===== src/rtl/tf_cmd_pkg.sv =====
package tf_cmd_pkg;
    typedef enum logic [1:0] {
        HS_IDLE = 2'd0,
        HS_PEND = 2'd1,
        HS_BUSY = 2'd2
    } hs_state_t;

    localparam logic [1:0] RA_CMD    = 2'd0;
    localparam logic [1:0] RA_DRVSEL = 2'd1;
    localparam logic [1:0] RA_DEVCTL = 2'd2;
    localparam logic [1:0] RA_XFER   = 2'd3;
endpackage


===== src/rtl/tf_drive_select.sv =====
module tf_drive_select #(
    parameter int          DW   = 8,
    parameter logic [DW-1:0] DIAG = 8'h90
) (
    input  logic          host_drv,
    input  logic          local_drv,
    input  logic          cmd_wr,
    input  logic [DW-1:0] cmd_byte,
    output logic          selected,
    output logic          accept
);
    logic is_diag;

    always_comb begin
        selected = (host_drv == local_drv);
        is_diag  = (cmd_byte == DIAG);
        accept   = cmd_wr && (selected || is_diag);
    end
endmodule


===== src/rtl/tf_cmd_fsm.sv =====
module tf_cmd_fsm
    import tf_cmd_pkg::*;
(
    input  logic clk,
    input  logic rst_n,
    input  logic accept,
    input  logic cmd_rd,
    input  logic rel_strobe,
    output logic cmd_irq,
    output logic busy
);
    hs_state_t state_q, state_d;

    always_ff @(posedge clk) begin
        if (!rst_n) state_q <= HS_IDLE;
        else        state_q <= state_d;
    end

    always_comb begin
        state_d = state_q;
        unique case (state_q)
            HS_IDLE: if (accept) state_d = HS_PEND;
            HS_PEND: begin
                if (accept)      state_d = HS_PEND;
                else if (cmd_rd) state_d = HS_BUSY;
            end
            HS_BUSY: begin
                if (accept)          state_d = HS_PEND;
                else if (rel_strobe) state_d = HS_IDLE;
            end
            default: state_d = HS_IDLE;
        endcase
    end

    always_comb begin
        cmd_irq = 1'b0;
        busy    = 1'b0;
        unique case (state_q)
            HS_IDLE: ;
            HS_PEND: begin cmd_irq = 1'b1; busy = 1'b1; end
            HS_BUSY: busy = 1'b1;
            default: ;
        endcase
    end
endmodule


===== src/rtl/tf_regs.sv =====
module tf_regs
    import tf_cmd_pkg::*;
#(
    parameter int DW       = 8,
    parameter int DRV_BIT  = 4,
    parameter int LOC_BIT  = 0,
    parameter int SRST_BIT = 2,
    parameter int PAD_LO   = 5
) (
    input  logic          clk,
    input  logic          rst_n,
    input  logic          h_wr,
    input  logic [1:0]    h_addr,
    input  logic [DW-1:0] h_wdata,
    input  logic          accept,
    input  logic          p_rd,
    input  logic          p_wr,
    input  logic [1:0]    p_addr,
    input  logic [DW-1:0] p_wdata,
    output logic [DW-1:0] p_rdata,
    output logic [DW-1:0] cmd_q,
    output logic          host_drv,
    output logic          local_drv,
    output logic          srst_irq
);
    localparam logic [DW-1:0] XFER_RST = {{(DW-1){1'b0}}, 1'b1} << LOC_BIT;

    logic [PAD_LO-1:0] drvsel_q;
    logic [DW-1:0]     devctl_q;
    logic [DW-1:0]     xfer_q;
    logic [DW-1:0]     drvsel_rd;
    logic              srst_set, srst_clr;

    for (genvar i = 0; i < DW; i++) begin : g_pad
        if (i >= PAD_LO) begin : g_one
            assign drvsel_rd[i] = 1'b1;
        end else begin : g_keep
            assign drvsel_rd[i] = drvsel_q[i];
        end
    end

    always_comb begin
        srst_set = h_wr && (h_addr == RA_DEVCTL) && h_wdata[SRST_BIT] && !devctl_q[SRST_BIT];
        srst_clr = p_rd && (p_addr == RA_DEVCTL);
    end

    always_ff @(posedge clk) begin
        if (!rst_n) begin
            cmd_q    <= '0;
            drvsel_q <= '0;
            devctl_q <= '0;
            xfer_q   <= XFER_RST;
            srst_irq <= 1'b0;
        end else begin
            if (accept) cmd_q <= h_wdata;
            if (h_wr && h_addr == RA_DRVSEL) drvsel_q <= h_wdata[PAD_LO-1:0];
            if (h_wr && h_addr == RA_DEVCTL) devctl_q <= h_wdata;
            if (p_wr && p_addr == RA_XFER) xfer_q <= p_wdata;
            if (srst_set)      srst_irq <= 1'b1;
            else if (srst_clr) srst_irq <= 1'b0;
        end
    end

    always_comb begin
        host_drv  = drvsel_q[DRV_BIT];
        local_drv = xfer_q[LOC_BIT];
        unique case (p_addr)
            RA_CMD:    p_rdata = cmd_q;
            RA_DRVSEL: p_rdata = drvsel_rd;
            RA_DEVCTL: p_rdata = devctl_q;
            default:   p_rdata = xfer_q;
        endcase
    end
endmodule


===== src/rtl/atapi_cmd_hs.sv =====
module atapi_cmd_hs
    import tf_cmd_pkg::*;
#(
    parameter int            DW   = 8,
    parameter logic [DW-1:0] DIAG = 8'h90
) (
    input  logic          clk,
    input  logic          rst_n,
    input  logic          h_wr,
    input  logic [1:0]    h_addr,
    input  logic [DW-1:0] h_wdata,
    input  logic          p_rd,
    input  logic          p_wr,
    input  logic [1:0]    p_addr,
    input  logic [DW-1:0] p_wdata,
    output logic [DW-1:0] p_rdata,
    output logic          cmd_irq,
    output logic          busy,
    output logic          srst_irq
);
    logic          selected, accept, host_drv, local_drv;
    logic          cmd_wr, cmd_rd, rel_strobe;
    logic [DW-1:0] cmd_q;

    assign cmd_wr     = h_wr && (h_addr == RA_CMD);
    assign cmd_rd     = p_rd && (p_addr == RA_CMD);
    assign rel_strobe = p_wr && (p_addr == RA_CMD);

    tf_drive_select #(.DW(DW), .DIAG(DIAG)) u_sel (
        .host_drv(host_drv), .local_drv(local_drv), .cmd_wr(cmd_wr),
        .cmd_byte(h_wdata), .selected(selected), .accept(accept)
    );

    tf_cmd_fsm u_fsm (
        .clk(clk), .rst_n(rst_n), .accept(accept), .cmd_rd(cmd_rd),
        .rel_strobe(rel_strobe), .cmd_irq(cmd_irq), .busy(busy)
    );

    tf_regs #(.DW(DW)) u_regs (
        .clk(clk), .rst_n(rst_n), .h_wr(h_wr), .h_addr(h_addr), .h_wdata(h_wdata),
        .accept(accept), .p_rd(p_rd), .p_wr(p_wr), .p_addr(p_addr), .p_wdata(p_wdata),
        .p_rdata(p_rdata), .cmd_q(cmd_q), .host_drv(host_drv), .local_drv(local_drv),
        .srst_irq(srst_irq)
    );
endmodule


===== config.mk =====
export PLATFORM = sky130hd
export DESIGN_NAME = atapi_cmd_hs
export DESIGN_NICKNAME = d
export VERILOG_FILES = /design/src/rtl/tf_cmd_pkg.sv /design/src/rtl/tf_drive_select.sv /design/src/rtl/tf_cmd_fsm.sv /design/src/rtl/tf_regs.sv /design/src/rtl/atapi_cmd_hs.sv
export SDC_FILE = /design/constraint.sdc
export NUM_CORES = 1
export LEC_CHECK = 0
export BUFFER_PORTS_ARGS = -buffer_cell sky130_fd_sc_hd__buf_2
export CAP_MARGIN = 20
export CORE_MARGIN = 4
export CORE_UTILIZATION = 40
export CTS_BUF_LIST = sky130_fd_sc_hd__clkbuf_4
export DETAILED_ROUTE_END_ITERATION = 10
export PLACE_DENSITY = 0.66
export SLEW_MARGIN = 20
export SYNTH_ARGS = -nofsm -noshare
export SYNTH_HDL_FRONTEND = slang
export SYNTH_HIERARCHICAL = 1
export SYNTH_SLANG_ARGS = --single-unit

===== constraint.sdc =====
create_clock -name clk -period 3.7 [get_ports clk]
set_input_delay 0.185 -clock clk [delete_from_list [all_inputs] [get_ports clk]]
set_output_delay 0.185 -clock clk [all_outputs]
set_load 0.02 [all_outputs]

# --- Word level (Yosys, flattened, before mapping) ---
# Cells that the tools add are included.
op_classes:
  eq_ne: 12
  muxes: 11
  n_reduce_logical: 18
ops:
  columns: ["op", "n"]
  rows:
  - ["$pmux 8 s3", 1]
  - ["$logic_and 1x1->1", 10]
  - ["$mux 2", 5]
  - ["$eq 2x2->1 const B", 4]
  - ["$eq 8x8->1 const B", 1]
  - ["$eq 2x1->1 const B", 3]
  - ["$logic_not 2->1", 3]
  - ["$ne 3x3->1 const B", 2]
  - ["$pmux 2 s3", 1]
  - ["$mux 1", 4]
  - ["$reduce_and 3->1", 1]
  - ["$ne 2x2->1 const B", 1]
  - ["$reduce_bool 2->1", 1]
  - ["$reduce_or 2->1", 1]
  - ["$eq 1x1->1", 1]
  - ["$logic_not 1->1", 1]
  - ["$logic_or 1x1->1", 1]
totals:
  reg_bits: 32
  input_bits: 25
  out_inout_bits: 11
  word_cells: 47

# --- Logic depth before layout (Yosys ltp) ---
logic_depth:
  word_depth: 5
  ltp_mapped: 6
  ltp_nobuf: 5

# --- Hierarchy ---
# Netlist, hierarchy kept.
by_module_without_submodules:
  columns: ["module", "instances", "cells_per_inst", "area_each_um2", "seq_area_each_um2"]
  rows:
  - ["tf_regs", 1, 133, 1388.8, 600.6]
  - ["tf_cmd_fsm", 1, 18, 173.9, 40.0]
  - ["tf_drive_select", 1, 5, 50.0, 0.0]
  - ["atapi_cmd_hs", 1, 3, 22.5, 0.0]

# --- Worst setup path before layout ---
# Ideal clock, no wire load.
synth_path:
  path_type: "input-to-reg"
  startpoint: "input h_wdata[3]"
  endpoint: "register u_regs.cmd_q[0]"
  setup_time_ps: 116
  arrival_time_ps: 1218
  t_required_ps: 3584
  setup_slack_ps: 2366
  cell_stages: 6
  n_path_buf: 1
  cell_sequence: "nor4b_2 > a21oi_1 > nor2b_1 > clkbuf_2 > mux2i_1 > nor2b_1"
synth_between:
  elab_chain_len: 3
synth_lines:
  columns: ["element", "line", "rtl"]
  rows:
  - ["from (decl)", "atapi_cmd_hs.sv:11", "input logic [DW-1:0] h_wdata,"]
  - ["$eq 8x8->1", "tf_drive_select.sv:16", "is_diag = (cmd_byte == DIAG);"]
  - ["$logic_or 1x1->1", "tf_drive_select.sv:17", "accept = cmd_wr && (selected || is_diag);"]
  - ["$logic_and 1x1->1", "tf_drive_select.sv:17", null]
  - ["named net accept", "atapi_cmd_hs.sv:21", "logic selected, accept, host_drv, local_drv;"]
  - ["to (signal assigned)", "tf_regs.sv:55", "if (accept) cmd_q <= h_wdata;"]
  - ["to (decl)", "tf_regs.sv:21", "output logic [DW-1:0] cmd_q,"]
# The timed path passes the listed nets, and every way through them passes these cells.
# A chain may end at the register's enable or synchronous reset.

# --- Worst setup path in the final report ---
layout_path:
  startpoint: "register u_regs.drvsel_q[4]"
  endpoint: "register u_fsm.state_q[1]"
layout_between:
  elab_chain_len: 5
  word_cells_on_any_way: 10
  classes_between: "4 x eq/ne; 3 x mux; 3 x reduce/logical"
layout_lines:
  columns: ["element", "line", "rtl"]
  rows:
  - ["from (decl)", "tf_regs.sv:28", "logic [PAD_LO-1:0] drvsel_q;"]
  - ["from (signal assigned)", "tf_regs.sv:56", "if (h_wr && h_addr == RA_DRVSEL) drvsel_q <= h_wdata[PAD_LO-1:0];"]
  - ["$eq 1x1->1 *", "tf_drive_select.sv:15", "selected = (host_drv == local_drv);"]
  - ["named net selected", "atapi_cmd_hs.sv:21", null]
  - ["$logic_or 1x1->1 *", "tf_drive_select.sv:17", null]
  - ["$logic_and 1x1->1 *", "tf_drive_select.sv:17", null]
  - ["named net accept", "atapi_cmd_hs.sv:21", null]
  - ["$ne 3x3->1 (no source line), or another cell as far along", null, null]
  - ["$reduce_and 3->1 (no source line) / $pmux 2 s3 (equally long branches)", null, null]
  - ["to (signal assigned)", "tf_cmd_fsm.sv:16", "else state_q <= state_d;"]
  - ["to (decl)", "tf_cmd_fsm.sv:12", "hs_state_t state_q, state_d;"]
# The timed path passes the listed nets; every way through them passes the cells marked *.

==> results.txt <==
- The run finished with clean final reports.
- Yosys instantiated no cell more often than nand2_1.
- The floorplan step defined a die boundary enclosing about 0.0052 mm².
- Input and output buffers added on the ports amount to 35.
- Synthesized net count: ~190
* Sum of internal, switching and leakage power: 635 µW
* Number of setup buffers added after CTS: 0
* Iter 0 DRT Violations: 48
* Insertion delay to the later sink of the worst-skew pair: ~0.33 ns
- The number of gates resized after CTS was 0.
- In this run the cell area measured after placement is around 0.0018 mm².
- Seq/Total Area, Yosys: 0.392
- Counting tap cells, the placed design contains a total of 232 instances.
- At the end of the flow, the number of nets in the layout was 220.
- The path with the worst hold slack has its endpoint at u_regs/xfer_q[7]$_SDFFE_PN0P_.
- The startpoint identified for the worst register-to-register timing path is u_regs/drvsel_q[4]$_SDFFE_PN0P_.
- Drt first pass iters: 4
- Cells after Synth: 159
- Excluding fillers, the count of instances in the completed layout stands at 239.
* CTS max path bufs: 2
- For the worst setup path, the data required time is approximately 3.9 ns.
- Relative to the synthesized area, the layout overhead comes to 13.5%.
* Via-per-instance ratio: 5.20
- Initial antenna violation count: 0
* Number of buffers added by the clock tree synthesis step: 5
- The worst path needs roughly 1.9 ns of the cycle, external delays included.
- Total negative slack: 0 ns
- Post-DP HPWL: 2610 µm
- Worst reg-to-reg path cell count: 5
- Die span in y: between 70 and 80 µm
* FF+latch count, synth: 32
* Syn Area/Cell: 10.3 µm²
- Number of warnings reported in the yosys synthesis log: 6
- Across the run, the number of max-cap violations was 0.
* Hold path start: p_wdata[7]
* Hold Path Class: input pin to register
- Arrival time of the worst setup path: roughly 2.1 ns
- Standard-cell rows: 22
- The number of different library cells used by synthesis comes to 29.
- Leakage power summed over all cells: just over 0.0008 µW
- Maximum achievable frequency: approximately 0.52 GHz
- The max-slew violation count was 0.
- Hold-critical path depth: 3
- In the routed design, unresolved DRC markers number 0.
* Maximum fanout along the worst path: 12
- Clock tree synthesis found a total of 32 sinks.
* Endpoints failing setup: 0
* Aggregate routed wire length: 3560 µm
- Final standard cell area without fillers: 0.00186 mm²
- The repair_antennas step left the layout with diodes totalling 0.
- Count of boundary I/O pins: 36
- Max-slew headroom at the worst pin: 0.259
- The commonest cells after synthesis are nand2_1 (38), dfxtp_1 (32), mux2i_1 (29).
- Between clock sinks in the finished design, the worst skew comes to around 0.0068 ns.
* Root Driver: clkbuf_4
- Setup repair after global routing left no endpoint under its margin.
- At the pin with the least slew margin, the transition time is 1.11 ns.
- The clock tree synthesis step divided the H-tree into 2 levels.
- The critical path is of the register to register type.
- Global-route congestion overflow total: 0
- Worst Setup Start Kind: register
- The worst register-to-register path ends at u_fsm/state_q[1]$_SDFFE_PN0P_.
- The initial utilization of the core area, before any placement, comes to 0.431.
- The final number of hold-violating endpoints came to 0.
* Biggest area contributors in the synthesized netlist: dfxtp_1 (39%), mux2i_1 (18%), nand2_1 (8.7%)
- The largest total area in the synthesized netlist belongs to dfxtp_1.
- Power per Cell Area: about 340 mW/mm²
- The setup check on the worst reg-to-reg path leaves a slack of 1.77 ns.
- The share of synthesized area in the top cell type comes to 0.392.
* Category of the worst setup path capture point: register
- Chip width: slightly above 70 µm
- Clock-pin slew was measured on the worst setup and hold paths at 0.09 ns.
- In this run, synthesis inferred 0 flip-flops with an integrated enable.
- The number of global-route vias before repair is 1256.
- Of the cells placed in the final design, the portion with a size suffix greater than 1 is 0.277.
- The mapped netlist covers 0.00164 mm².
* Placeable core area: 0.00380 mm²
- IR analysis of the VDD net gives a maximum drop of 0.000232 V.
- Routed WL per cell: about 15 µm
- Final Cycle Share: 0.520
- The most used flip-flop cell after synthesis is dfxtp_1.
- TritonCTS clock tree: built
- Buffers inserted to repair hold after CTS numbered 0.
- Once layout is complete, the utilization of the core stands at 0.489.
- The routed layout has 1243 vias.
* Gp weighted congestion: 0.774
- For this run, asynchronously set or reset flops after synthesis account for 0.
- Global-route wire length before repair: around 5800 µm
- Maximum number of pins on one net before global-route repair: 51
* Number of nets with antenna violations after routing: 0
- In the global route stage, overall resource usage came out at 0.145.
## cell type report
class	instances	area (µm²)
clock inverters	1	5.00
well taps	48	60.1
multi-input cells	112	912
repair buffers	35	175
fillers	367	1940
inverters	5	18.8
clock buffers	6	45.0
flip-flops and latches	32	641
## worst max path at each step
stage                                          from                            end  slack (ns)  cells after the start
finish              u_regs/drvsel_q[4]$_SDFFE_PN0P_  u_fsm/state_q[1]$_SDFFE_PN0P_        1.77                      5
global route        u_regs/drvsel_q[4]$_SDFFE_PN0P_  u_fsm/state_q[0]$_SDFFE_PN0P_        1.66                      5
CTS                 u_regs/drvsel_q[4]$_SDFFE_PN0P_  u_fsm/state_q[1]$_SDFFE_PN0P_        1.78                      5
detailed placement                       h_wdata[3]   u_regs/cmd_q[5]$_SDFFE_PN0P_        1.69                      6
global placement                         h_wdata[3]   u_regs/cmd_q[4]$_SDFFE_PN0P_        1.82                      6
floorplan                                h_wdata[3]   u_regs/cmd_q[0]$_SDFFE_PN0P_        2.37                      6
## sequential cells by signal, summed over array words and instances, names as in the netlist
register         cells
u_fsm/state_q        2
u_regs/cmd_q         8
u_regs/devctl_q      8
u_regs/drvsel_q      5
u_regs/srst_irq      1
u_regs/xfer_q        8
## layout by cell type, fill, tap and decap left out, types with 2 or more instances in the layout
cell type / count
mux4_2: 3
ha_1: 4
mux2i_1: 29
nor2b_1: 9
inv_1: 5
nand2_1: 38
mux2_4: 3
buf_2: 35
nand3b_1: 5
clkbuf_4: 6
dfxtp_1: 32
o22a_1: 3
nor3b_1: 3
mux4_1: 2
nor4b_2: 2
## through the flow
step	worst slack (ns)	hold slack, ns
6_report	1.77	0.0937
5_1_grt	1.66	0.0889
3_3_place_gp	1.82	0.432
4_1_cts	1.78	0.0827
3_5_place_dp	1.69	0.446
2_1_floorplan	2.37	0.324
## kinds of logic (layout without fill, tap and decap cells)
logic type,count (synthesis),count (layout),synth area share
AND/OR/NAND/NOR,62,62,0.201
multiplexers,37,37,0.278
buffers and inverters,15,47,0.0505
AO/OA/AOI/OAI,8,8,0.0421
adder cells (fa/ha/maj),4,4,0.0306
XOR/XNOR,1,1,0.00536
flip-flops,32,32,0.392
## report_power, final
group          internal [µW]  switching (µW)  total [µW]
Clock                   77.2             112         190
Combinational           38.1            47.5        85.5
Sequential               354            5.50         359
Total                    469             165         635
## layer usage
| layer | routed length [µm] | part of all wire | GRT usage | up-vias |
|---|---|---|---|---|
| li1 | - | - | - | 620 |
| met1 | 1590 | 0.45 | 0.168 | 579 |
| met2 | 1660 | 0.47 | 0.244 | 37 |
| met3 | 253 | 0.071 | 0.0457 | 7 |
| met4 | 59 | 0.017 | 0.0626 | 0 |
| met5 | 0 | 0 | 0 | - |
## worst max-delay path: stages (launching register included)
cell and delay, ns:
dfxtp_1 0.39, xnor2_1 0.13, a21oi_1 0.06, nor2b_1 0.86, nand4bb_1 0.25, mux2i_1 0.11
Power figures use the tool's default switching activity.
